$ cat src/rtl/seg_pkg.sv
package seg_pkg;
   localparam int NSEG = 4;
   localparam int SIDX_W = $clog2(NSEG);

   // segment register codes, shared by the override field and the write port
   localparam logic [1:0] SEG_CODE  = 2'd0;
   localparam logic [1:0] SEG_DATA  = 2'd1;
   localparam logic [1:0] SEG_STACK = 2'd2;
   localparam logic [1:0] SEG_EXTRA = 2'd3;

   // access kinds; 5..7 fall back to general data
   localparam logic [2:0] ACC_FETCH = 3'd0;
   localparam logic [2:0] ACC_STACK = 3'd1;
   localparam logic [2:0] ACC_DATA  = 3'd2;
   localparam logic [2:0] ACC_SRC   = 3'd3;
   localparam logic [2:0] ACC_DST   = 3'd4;
endpackage

$ cat src/rtl/seg_bank.sv
module seg_bank
   import seg_pkg::*;
#(
   parameter int SEG_W = 16
) (
   input  logic              clk,
   input  logic              rst,
   input  logic              we,
   input  logic [SIDX_W-1:0] wsel,
   input  logic [SEG_W-1:0]  wdata,
   output logic [SEG_W-1:0]  seg_q [NSEG]
);
   genvar g;
   generate
      for (g = 0; g < NSEG; g++) begin : g_reg
         always_ff @(posedge clk) begin
            if (rst)
               seg_q[g] <= '0;
            else if (we && (wsel == SIDX_W'(g)))
               seg_q[g] <= wdata;
         end
      end
   endgenerate
endmodule

$ cat src/rtl/seg_policy.sv
module seg_policy
   import seg_pkg::*;
#(
   parameter bit SRC_OVR_OK = 1'b1
) (
   input  logic [2:0]        kind,
   input  logic              ovr_req,
   input  logic [SIDX_W-1:0] ovr_seg,
   output logic [SIDX_W-1:0] pick,
   output logic              refused
);
   logic src_may;

   generate
      if (SRC_OVR_OK) begin : g_src_open
         assign src_may = 1'b1;
      end else begin : g_src_locked
         assign src_may = 1'b0;
      end
   endgenerate

   always_comb begin
      pick    = SEG_DATA;
      refused = 1'b0;
      case (kind)
         ACC_FETCH: begin
            pick    = SEG_CODE;
            refused = ovr_req;
         end
         ACC_STACK: begin
            pick    = SEG_STACK;
            refused = ovr_req;
         end
         ACC_DST: begin
            pick    = SEG_EXTRA;
            refused = ovr_req;
         end
         ACC_SRC: begin
            if (ovr_req && src_may) pick = ovr_seg;
            refused = ovr_req && !src_may;
         end
         default: begin
            if (ovr_req) pick = ovr_seg;
         end
      endcase
   end
endmodule

$ cat src/rtl/seg_sum.sv
module seg_sum #(
   parameter int SEG_W  = 16,
   parameter int OFF_W  = 16,
   parameter int SHIFT  = 4,
   parameter int ADDR_W = SEG_W + SHIFT
) (
   input  logic [SEG_W-1:0]  seg,
   input  logic [OFF_W-1:0]  off,
   output logic [ADDR_W-1:0] addr
);
   logic [ADDR_W-1:0] base;

   assign base = {seg, {SHIFT{1'b0}}};
   // carry beyond the top address bit is discarded
   assign addr = base + ADDR_W'(off);
endmodule

$ cat src/rtl/seg_addr_gen.sv
module seg_addr_gen
   import seg_pkg::*;
#(
   parameter int SEG_W      = 16,
   parameter int OFF_W      = 16,
   parameter int SHIFT      = 4,
   parameter bit SRC_OVR_OK = 1'b1,
   localparam int ADDR_W    = SEG_W + SHIFT
) (
   input  logic              clk,
   input  logic              rst,
   input  logic [2:0]        acc_kind,
   input  logic [OFF_W-1:0]  acc_off,
   input  logic              ovr_req,
   input  logic [1:0]        ovr_seg,
   input  logic              seg_we,
   input  logic [1:0]        seg_wsel,
   input  logic [SEG_W-1:0]  seg_wdata,
   output logic [ADDR_W-1:0] phys_addr,
   output logic              ovr_fault
);
   generate
      if (SHIFT < 1) begin : g_bad_shift
         $error("seg_addr_gen: SHIFT must be at least 1");
      end
      if (OFF_W > ADDR_W) begin : g_bad_off
         $error("seg_addr_gen: offset wider than address");
      end
   endgenerate

   logic [SEG_W-1:0]  segs [NSEG];
   logic [SIDX_W-1:0] pick;
   logic              refused;
   logic [ADDR_W-1:0] addr_d;

   seg_bank #(.SEG_W(SEG_W)) u_bank (
      .clk   (clk),
      .rst   (rst),
      .we    (seg_we),
      .wsel  (seg_wsel),
      .wdata (seg_wdata),
      .seg_q (segs)
   );

   seg_policy #(.SRC_OVR_OK(SRC_OVR_OK)) u_policy (
      .kind    (acc_kind),
      .ovr_req (ovr_req),
      .ovr_seg (ovr_seg),
      .pick    (pick),
      .refused (refused)
   );

   seg_sum #(.SEG_W(SEG_W), .OFF_W(OFF_W), .SHIFT(SHIFT), .ADDR_W(ADDR_W)) u_sum (
      .seg  (segs[pick]),
      .off  (acc_off),
      .addr (addr_d)
   );

   always_ff @(posedge clk) begin
      if (rst) begin
         phys_addr <= '0;
         ovr_fault <= 1'b0;
      end else begin
         phys_addr <= addr_d;
         ovr_fault <= refused;
      end
   end
endmodule

$ cat config.mk
export PLATFORM = sky130hd
export DESIGN_NAME = seg_addr_gen
export DESIGN_NICKNAME = d
export VERILOG_FILES = /design/src/rtl/seg_pkg.sv /design/src/rtl/seg_bank.sv /design/src/rtl/seg_policy.sv /design/src/rtl/seg_sum.sv /design/src/rtl/seg_addr_gen.sv
export SDC_FILE = /design/constraint.sdc
export NUM_CORES = 1
export LEC_CHECK = 0
export ABC_AREA = 1
export BUFFER_PORTS_ARGS = -buffer_cell sky130_fd_sc_hd__buf_2
export CORE_UTILIZATION = 50
export DETAILED_ROUTE_END_ITERATION = 7
export PLACE_DENSITY = 0.74
export SLEW_MARGIN = 25
export SYNTH_ARGS = -nofsm -noshare
export SYNTH_HDL_FRONTEND = slang
export SYNTH_HIERARCHICAL = 1
export SYNTH_SLANG_ARGS = --single-unit
$ cat constraint.sdc
create_clock -name clk -period 2.85 [get_ports clk]
set_input_delay 0.57 -clock clk [delete_from_list [all_inputs] [get_ports clk]]
set_output_delay 0.57 -clock clk [all_outputs]
set_load 0.05 [all_outputs]
==> impl_metrics.tcl, run 1 <==
set metrics [dict create \
    cts_tree "yes" \
    cts_sinks 85 \
    cp_common_cell "nand2_1" \
    place_ws_ps -31.4 \
    place.gp.congestion 0.892 \
    maxSlewHeadroom_pct 66.4 \
    grt_overflow 0 \
    vias 4666 \
    startpoint "ovr_req" \
    worstSetupPathType "primary input to register" \
    postSynthCellCount 848 \
    holdWs_ps 399 \
    max_stage_delay_ps 360 \
    clk_path_buf_depth 2 \
    maxCapViolations 0 \
    synthArstFlopShare_pct 0 \
    cts-htree-levels 3 \
    io_buffers 63 \
    die_x_um 102 \
    die_area_mm2 0.0103 \
    postLayoutCellArea_mm2 0.00559 \
    finalSetupTns_ps 0 \
    cp_max_fo 11 \
    outcome "complete, no violations" \
    cts_setup_buffers 0 \
    num_io_pins 64 \
    drc 0 \
    placed_area_mm2 0.00539 \
    coreArea_mm2 0.00968 \
    n_antenna_cell 0 \
    drt-total-wl_mm 10.9 \
    pwr_density_cell_mw_per_mm2 560 \
    final_cells 1039 \
    cts_root_buf "clkbuf_8" \
    skew_ps 9.55 \
    reg2reg_setup_slack_ps 800 \
    holdBufCountCts 0 \
    cts_buffers 9 \
    seq_area_mm2 0.00170 \
    finalWorstSetupSlack_ps 351 \
    wire_per_inst_um 10.5 \
    placed_cells 1023 \
    tightest_slew_ps 504 \
    crit_chain "buf_2 -> inv_1 -> nor2_1 -> o21ai_2 -> buf_4 -> nand2_1 -> nand3_1 -> nand2_1 -> ha_1 -> nand2_1 -> nand2_1 -> nand2_1 -> nand2_1 -> a21oi_1 -> nand2_1 -> nand2_1 -> nand2_1 -> inv_1 -> nor2_1" \
    synth.avg_cell_area_um2 5.86 \
    drv_slew 0 \
    cp.arrival_ps 2750 \
    synth_warnings 6 \
    synthTopCellsByArea "dfxtp_1 (34%), nand2_1 (20%), inv_1 (14%)" \
    fin_crit_sh_pct 87.7 \
    synth_common_cells "nand2_1 (269), inv_1 (187), nor2_1 (145), dfxtp_1 (85), nand3_1 (64)" \
    synth_top_area_share_pct 34.2 \
    vdd_drop_max_mv 0.279 \
    fill_cells 1015 \
    grt_pass1_vias 4170 \
    grt_pass1_wl_mm 18.6 \
    grt_max_degree 37 \
    endpoint_kind "register" \
    clk-insertion-delay-late_ps 370 \
    synth_edf_count 0 \
    ys_ff_latch 85 \
    fin_crit_ps 2500 \
    r2r_cells 16 \
    ys_types 28 \
    first_pass_iters 5 \
    nets 957 \
    synth_top_cell_by_area "dfxtp_1" \
    r2r_start "u_bank/seg_q[0]$_SDFFE_PP0P_" \
    fin_util_pct 57.7 \
    clkTransAtPathRegs_ps 90 \
    p_leak_nw 3.27 \
    antenna_left 0 \
    fp-row-count 36 \
    multi_input_area_mm2 0.00232 \
    track_usage_pct 23.1 \
    detailed_place_hpwl_mm 7.59 \
    cts_resized 0 \
    start_util_pct 51.3 \
    cpMaxStageDelayCell "ha_1" \
    setup_violations 0 \
    yosysSeqAreaShare_pct 34.2 \
    synth_area_mm2 0.00497 \
    layout-drive-gt1-share_pct 12.0 \
    viasPerCell 4.49 \
    antenna_found_initial 0 \
    setup.worst_path.end "phys_addr[18]$_SDFF_PP0_" \
    drtIter0Drc 232 \
    hold_class "primary input to register" \
    area_growth_pct 12.5 \
    r2r_end "phys_addr[18]$_SDFF_PP0_" \
    startpoint_type "primary input" \
    hold_path.startpoint "acc_off[2]" \
    worstPathRequired_ps 3100 \
    chipHeight_um 102 \
    synth_nets 904 \
    rsz0062_at_grt "false" \
    max_clock_freq_ghz 0.400 \
    synth.most_common_cell "nand2_1" \
    finalHoldViolations 0 \
    synth_flop_cell "dfxtp_1" \
    design_power_total_mw 3.13 \
]
## worst max-delay path, delay by kind of cell
kind | cells | cell delay, ps
fa+ha+maj | 1 | 360
compound gates | 2 | 570
simple gates | 12 | 790
buf+inv | 4 | 440
## worst min-delay path by stage
stage                                               end  slack, ps  depth (start not counted)
after floorplan           u_bank/seg_q[48]$_SDFFE_PP0P_        450                          2
after global placement    u_bank/seg_q[60]$_SDFFE_PP0P_        460                          2
after detailed placement  u_bank/seg_q[60]$_SDFFE_PP0P_        470                          2
after CTS                       phys_addr[2]$_SDFF_PP0_        390                          3
after global routing            phys_addr[1]$_SDFF_PP0_        390                          3
final                           phys_addr[2]$_SDFF_PP0_        400                          3
## area by class of cell
class / instances / share of cell area, %
Multi-Input combinational cell: 534 / 41.6
Clock inverter: 7 / 1.36
Inverter: 191 / 12.9
Clock buffer: 9 / 2.22
Sequential cell: 85 / 30.4
Tap cell: 133 / 2.98
Timing Repair Buffer: 80 / 8.59
## kinds of logic (layout without fill, tap and decap cells)
logic type | count (synthesis) | count (layout) | synth area share, %
simple gates | 491 | 491 | 39.6
xor+xnor | 7 | 7 | 1.23
fa+ha+maj | 13 | 13 | 3.42
compound gates | 23 | 23 | 2.39
flops | 85 | 85 | 34.2
buf+inv | 229 | 287 | 19.2
## report_power, final
part	leakage (nW)	switching [mW]	total (mW)	internal, mW
clock network	0.0954	0.471	0.879	0.408
logic	2.48	0.638	0.943	0.305
registers	0.698	0.0299	1.31	1.28
## layout by cell type (no fill, tap or decap)
cell type	synthesis	final
nor2_1	145	144
inv_2	3	3
and2_1	1	1
o21ai_2	0	1
buf_4	7	14
clkinv_2	0	1
a21oi_1	21	21
or2_1	2	2
clkinv_4	0	3
nor2_2	1	2
nand2_2	2	2
inv_4	1	1
dfxtp_1	85	85
nand4_1	1	1
clkinvlp_4	0	2
nand3_1	64	64
nand3b_1	2	2
buf_2	16	63
inv_1	187	187
nand2_1	269	269
xnor2_1	1	1
buf_12	0	3
nor3_2	2	2
a21oi_2	1	1
xor2_1	6	6
and2_4	1	1
fa_1	1	1
bufinv_16	0	1
nor3_1	1	1
ha_1	12	12
clkbuf_8	0	9
## routing by layer
metal / track usage, % / vias to the layer above / wire, µm
met1: 31.6 / 1995 / 5450
met3: 3.93 / 16 / 552
met4: 7.58 / 0 / 161
met2: 36.8 / 111 / 4770
met5: 0 / - / 0
li1: - / 2544 / -
## registers in the layout, summed over array words and instances (netlist names)
name and cells:
ovr_fault 1, phys_addr 20, u_bank/seg_q 64
(Power assumes the default switching activity.)
==> inputs of run 2 (changes only) <==
REMOVE_ABC_BUFFERS = 1   (was unset)
==> run 2 against run 1 <==
First-iteration DRC count increased by 2.2%; setup slack improved by 65 ps; wire length decreased by 3.3%; maximum frequency increased by 2.7%; critical endpoint is now phys_addr[17]$_SDFF_PP0_; largest cell class unchanged; highest routed layer unchanged.
==> impl_metrics.tcl, run 2 (synthesis gave the netlist of run 1 again) <==
set metrics [dict create \
    outcome "complete, no violations" \
    largest_reg_flops 64 \
    place.gp.congestion 0.856 \
    drv_slew 0 \
    holdWs_ps 410 \
    endpoint_kind "register" \
    drt-total-wl_mm 10.6 \
    drtIter0Drc 237 \
    fp-row-count 36 \
    start_util_pct 51.3 \
    startpoint "ovr_req" \
    viasPerCell 4.39 \
    antenna_found_initial 0 \
    fin_crit_ps 2430 \
    reg_top3 "u_bank/seg_q: 64 flops, phys_addr: 20 flops, ovr_fault: 1 flops" \
    hold_path.startpoint "acc_off[0]" \
    multi_input_area_mm2 0.00232 \
    grt_pass1_vias 3922 \
    cts_sinks 85 \
    nets 958 \
    fin_util_pct 57.5 \
    placed_cells 1024 \
    drc 0 \
    n_antenna_cell 0 \
    r2r_cells 16 \
    cts_setup_buffers 0 \
    clk-insertion-delay-late_ps 360 \
    clk_path_buf_depth 2 \
    pwr_density_cell_mw_per_mm2 556 \
    place_ws_ps 48.3 \
    cp.arrival_ps 2680 \
    die_x_um 102 \
    final_cells 1040 \
    r2r_start "u_bank/seg_q[0]$_SDFFE_PP0P_" \
    first_pass_iters 7 \
    finalWorstSetupSlack_ps 415 \
    vias 4561 \
    setup_violations 0 \
    area_growth_pct 12.0 \
    design_power_total_mw 3.10 \
    worstPathRequired_ps 3100 \
    max_clock_freq_ghz 0.411 \
    fin_crit_sh_pct 85.4 \
    cts_root_buf "clkbuf_8" \
    hold_class "primary input to register" \
    cts_buffers 9 \
    seq_area_mm2 0.00170 \
    finalHoldViolations 0 \
    cts_tree "yes" \
    die_area_mm2 0.0103 \
    maxSlewHeadroom_pct 55.2 \
    cts-htree-levels 3 \
    grt_max_degree 65 \
    regMostFlops "u_bank/seg_q" \
    coreArea_mm2 0.00968 \
    p_leak_nw 3.27 \
    io_buffers 63 \
    grt_pass1_wl_mm 17.9 \
    skew_ps 7.80 \
    antenna_left 0 \
    grt_overflow 0 \
    holdPathStages 3 \
    worstSetupPathType "primary input to register" \
    rsz0062_at_grt "false" \
    num_io_pins 64 \
    final_common_cell "nand2_1" \
    track_usage_pct 22.2 \
    final_cell_mix "nand2_1 (269), inv_1 (187), nor2_1 (144)" \
    detailed_place_hpwl_mm 7.29 \
    wire_per_inst_um 10.2 \
    holdBufCountCts 0 \
    maxCapViolations 0 \
    clkTransAtPathRegs_ps 80 \
    fill_cells 996 \
    vdd_drop_max_mv 0.247 \
    cp_max_fo 17 \
    chipHeight_um 102 \
    tightest_slew_ps 673 \
    startpoint_type "primary input" \
    cts_resized 0 \
    layout-drive-gt1-share_pct 11.9 \
]
==> run 2: changes by cell type in the layout (fill, tap and decap cells not counted), sizes merged <==
cell / change
clkbuf: +3
clkinv: -2
buf: +1
clkinvlp: -1
==> run 2: final timing paths <==
kind | slack [ps] | endpoint
max | 420 | phys_addr[17]$_SDFF_PP0_
min | 410 | phys_addr[0]$_SDFF_PP0_
max reg2reg | 800 | phys_addr[18]$_SDFF_PP0_
min reg2reg | 490 | u_bank/seg_q[55]$_SDFFE_PP0P_
==> run 2: power by group <==
group | total, mW | leakage [nW] | internal [mW] | switching, mW
logic | 0.926 | 2.47 | 0.300 | 0.626
clock network | 0.859 | 0.0964 | 0.427 | 0.432
registers | 1.31 | 0.698 | 1.28 | 0.0302
==> run 2: routing by layer <==
layer | global-route usage [%] | share of wire [%]
met4 | 7.25 | 1.1
met2 | 34.1 | 44
met5 | 0 | 0
met3 | 3.93 | 5.0
met1 | 31.4 | 50
==> run 2: critical path, cell delays in order <==
cell     delay [ps]
buf_2           110
inv_1            40
nor2_1           40
o21ai_2         280
buf_4           290
nand2_1          80
nand3_1          80
nand2_1          60
ha_1            390
nand2_2         170
inv_1            50
nand2_1          60
nand2_1          50
a21oi_1         160
nand2_1          70
nand2_1          60
nand2_1          40
inv_1            40
nor2_1           30
==> run 2: layout make-up <==
type,instances,share of cell area [%]
Tap cell,133,2.99
Clock buffer,12,2.61
Clock inverter,4,0.854
Sequential cell,85,30.6
Multi-Input combinational cell,534,41.7
Inverter,191,12.9
Timing Repair Buffer,81,8.32
==> run 2: per-stage QoR <==
stage               TNS [ps]  instance area, µm²
floorplan              -7620                4740
global placement           0                5370
detailed placement         0                5370
CTS                        0                5570
global route               0                5570
finish                     0                5570
==> inputs of run 3 (changes only) <==
CORE_UTILIZATION = 53   (was 50)
CTS_CLUSTER_DIAMETER = 150   (was unset)
PLACE_DENSITY = 0.8   (was 0.74)
clock period = 2 ns   (was 2.85 ns; I/O delays follow)
==> run 3 against run 2 <==
The flow now finishes with violations (setup timing); die area fell by 5.5%; power rose by 56%; register-to-register slack worse by 730 ps; sequential power grew 43%; sequential share of layout area is 3.4 points lower; utilization rose by 13 points; non-clock buffer count is 29 higher; global-route usage increased by 4.5 points; cell count increased by 0.29%; combinational power grew 91%; via count up 12%; sequential cell count did not move; critical path type unchanged; highest routed layer unchanged.
==> impl_metrics.tcl, run 3 (synthesis gave the netlist of run 1 again) <==
set metrics [dict create \
    fp-row-count 34 \
    antenna_left 0 \
    holdPathStages 3 \
    finalHoldViolations 0 \
    start_util_pct 55.9 \
    hold_end "phys_addr[2]$_SDFF_PP0_" \
    io_buffers 63 \
    cts_tree "yes" \
    reg_top3 "u_bank/seg_q: 64 flops, phys_addr: 20 flops, ovr_fault: 1 flops" \
    groute.layer.met2.usage_pct 47.1 \
    hold_class "primary input to register" \
    endpoint_kind "register" \
    postLayoutCellArea_mm2 0.00626 \
    worstSetupPathType "primary input to register" \
    holdBufCountCts 0 \
    hold_path.startpoint "acc_off[2]" \
    p_leak_nw 3.47 \
    outcome "complete, but fails checks" \
    setup_violations 12 \
    drtIter0Drc 329 \
    r2r_end "phys_addr[18]$_SDFF_PP0_" \
    reg2reg_setup_slack_ps 70 \
    grt_pass1_wl_mm 21.1 \
    r2r_start "u_bank/seg_q[32]$_SDFFE_PP0P_" \
    regMostFlops "u_bank/seg_q" \
    die_x_um 98.9 \
    detailed_place_hpwl_mm 7.64 \
    pwr_density_cell_mw_per_mm2 771 \
    final_cell_mix "nand2_1 (218), inv_1 (180), nor2_1 (142)" \
    n_antenna_cell 0 \
    cp_max_fo 8 \
    grt_overflow 0 \
    track_usage_pct 26.7 \
    gr-max-usage-layer "met2" \
    first_pass_iters 5 \
    fin_crit_ps 2160 \
    finalWorstSetupSlack_ps -155 \
    final_cells 1043 \
    layout-drive-gt1-share_pct 24.5 \
    cts_buffers 9 \
    skew_ps 8.88 \
    num_io_pins 64 \
    placed_cells 1019 \
    cp.arrival_ps 2390 \
    use_met3_pct 4.04 \
    wire_per_inst_um 12.5 \
    cts_sinks 85 \
    coreArea_mm2 0.00889 \
    worstPathRequired_ps 2240 \
    nets 987 \
    clk-insertion-delay-late_ps 350 \
    place.gp.congestion 0.866 \
    startpoint_type "primary input" \
    die_area_mm2 0.00977 \
    max_clock_freq_ghz 0.464 \
    grt_pass1_vias 4739 \
    fin_util_pct 70.4 \
    largest_reg_flops 64 \
    fin_crit_sh_pct 108 \
    cts-htree-levels 3 \
    drc 0 \
    chipHeight_um 98.9 \
    violations "setup timing" \
    met1_usage_pct 31.7 \
    finalSetupTns_ps -1190 \
    area_growth_pct 25.9 \
    place_ws_ps -628 \
    final_common_cell "nand2_1" \
    placed_area_mm2 0.00549 \
    clk_path_buf_depth 2 \
    grt_max_degree 65 \
    maxCapViolations 0 \
    vdd_drop_max_mv 0.397 \
    rsz0062_at_grt "true" \
    maxSlewHeadroom_pct 74.9 \
    clkTransAtPathRegs_ps 90 \
    drv_slew 0 \
    vias 5093 \
    antenna_found_initial 0 \
    tightest_slew_ps 377 \
    drt-total-wl_mm 13.0 \
    cts_root_buf "clkbuf_8" \
    r2r_cells 16 \
    viasPerCell 4.88 \
]
run 3: layout make-up:
cell class,count,area [µm²]
multi-input cells,534,2730
inverters,191,734
repair buffers,110,777
clock inverters,4,50.0
clock buffers,11,131
fillers,715,2630
well taps,108,135
flip-flops and latches,85,1700
run 3: power by group:
group | switching (mW) | internal, mW
combinational | 1.11 | 0.668
sequential | 0.0447 | 1.82
clock | 0.615 | 0.570
total | 1.76 | 3.06
run 3: how the worst max path moves through the flow:
stage | startpoint | end | slack [ps]
6_report | acc_kind[0] | phys_addr[13]$_SDFF_PP0_ | -160
4_1_cts | acc_kind[0] | phys_addr[12]$_SDFF_PP0_ | -50
5_1_grt | acc_kind[0] | phys_addr[13]$_SDFF_PP0_ | -290
3_5_place_dp | acc_kind[1] | phys_addr[14]$_SDFF_PP0_ | -630
3_3_place_gp | acc_kind[1] | phys_addr[18]$_SDFF_PP0_ | -580
2_1_floorplan | ovr_req | phys_addr[12]$_SDFF_PP0_ | -1270
run 3: repair_timing:
| item | 4_1_cts | 5_1_grt |
|---|---|---|
| endpoints found under the setup margin | 12 | 12 |
| setup buffers | 6 | 2 |
| gates resized for setup | 97 | 26 |
| pin swaps | 44 | 14 |
| gates cloned | 1 | 0 |
run 3: critical path, stage by stage:
cell	delay, ps
buf_6	110
inv_4	70
nand3_4	80
o21ai_2	70
buf_6	190
clkinv_8	90
buf_6	130
nand2_2	50
nand3_1	120
nand2_2	120
ha_1	240
nand2_1	80
nand2_2	80
nand3b_1	100
nand2_2	120
nand2_2	100
nand2_1	50
nand2_1	60
nand2_1	50
inv_1	50
nor2_1	40
run 3: stage by stage:
| step | power [mW] | hold slack [ps] |
|---|---|---|
| after CTS | 4.72 | 243 |
| after detailed placement | 3.31 | 468 |
| after global placement | 3.29 | 459 |
| after global routing | 5.08 | 250 |
| after floorplan | 2.87 | 452 |
| final | 4.83 | 244 |
run 3: routing by layer:
metal  part of all wire, %  wire length [µm]  vias up
met2                    48              6210      214
met3                   6.4               832       54
met1                    42              5460     2226
met4                   4.2               543        0
met5                     0                 0        -
li1                      -                 -     2599
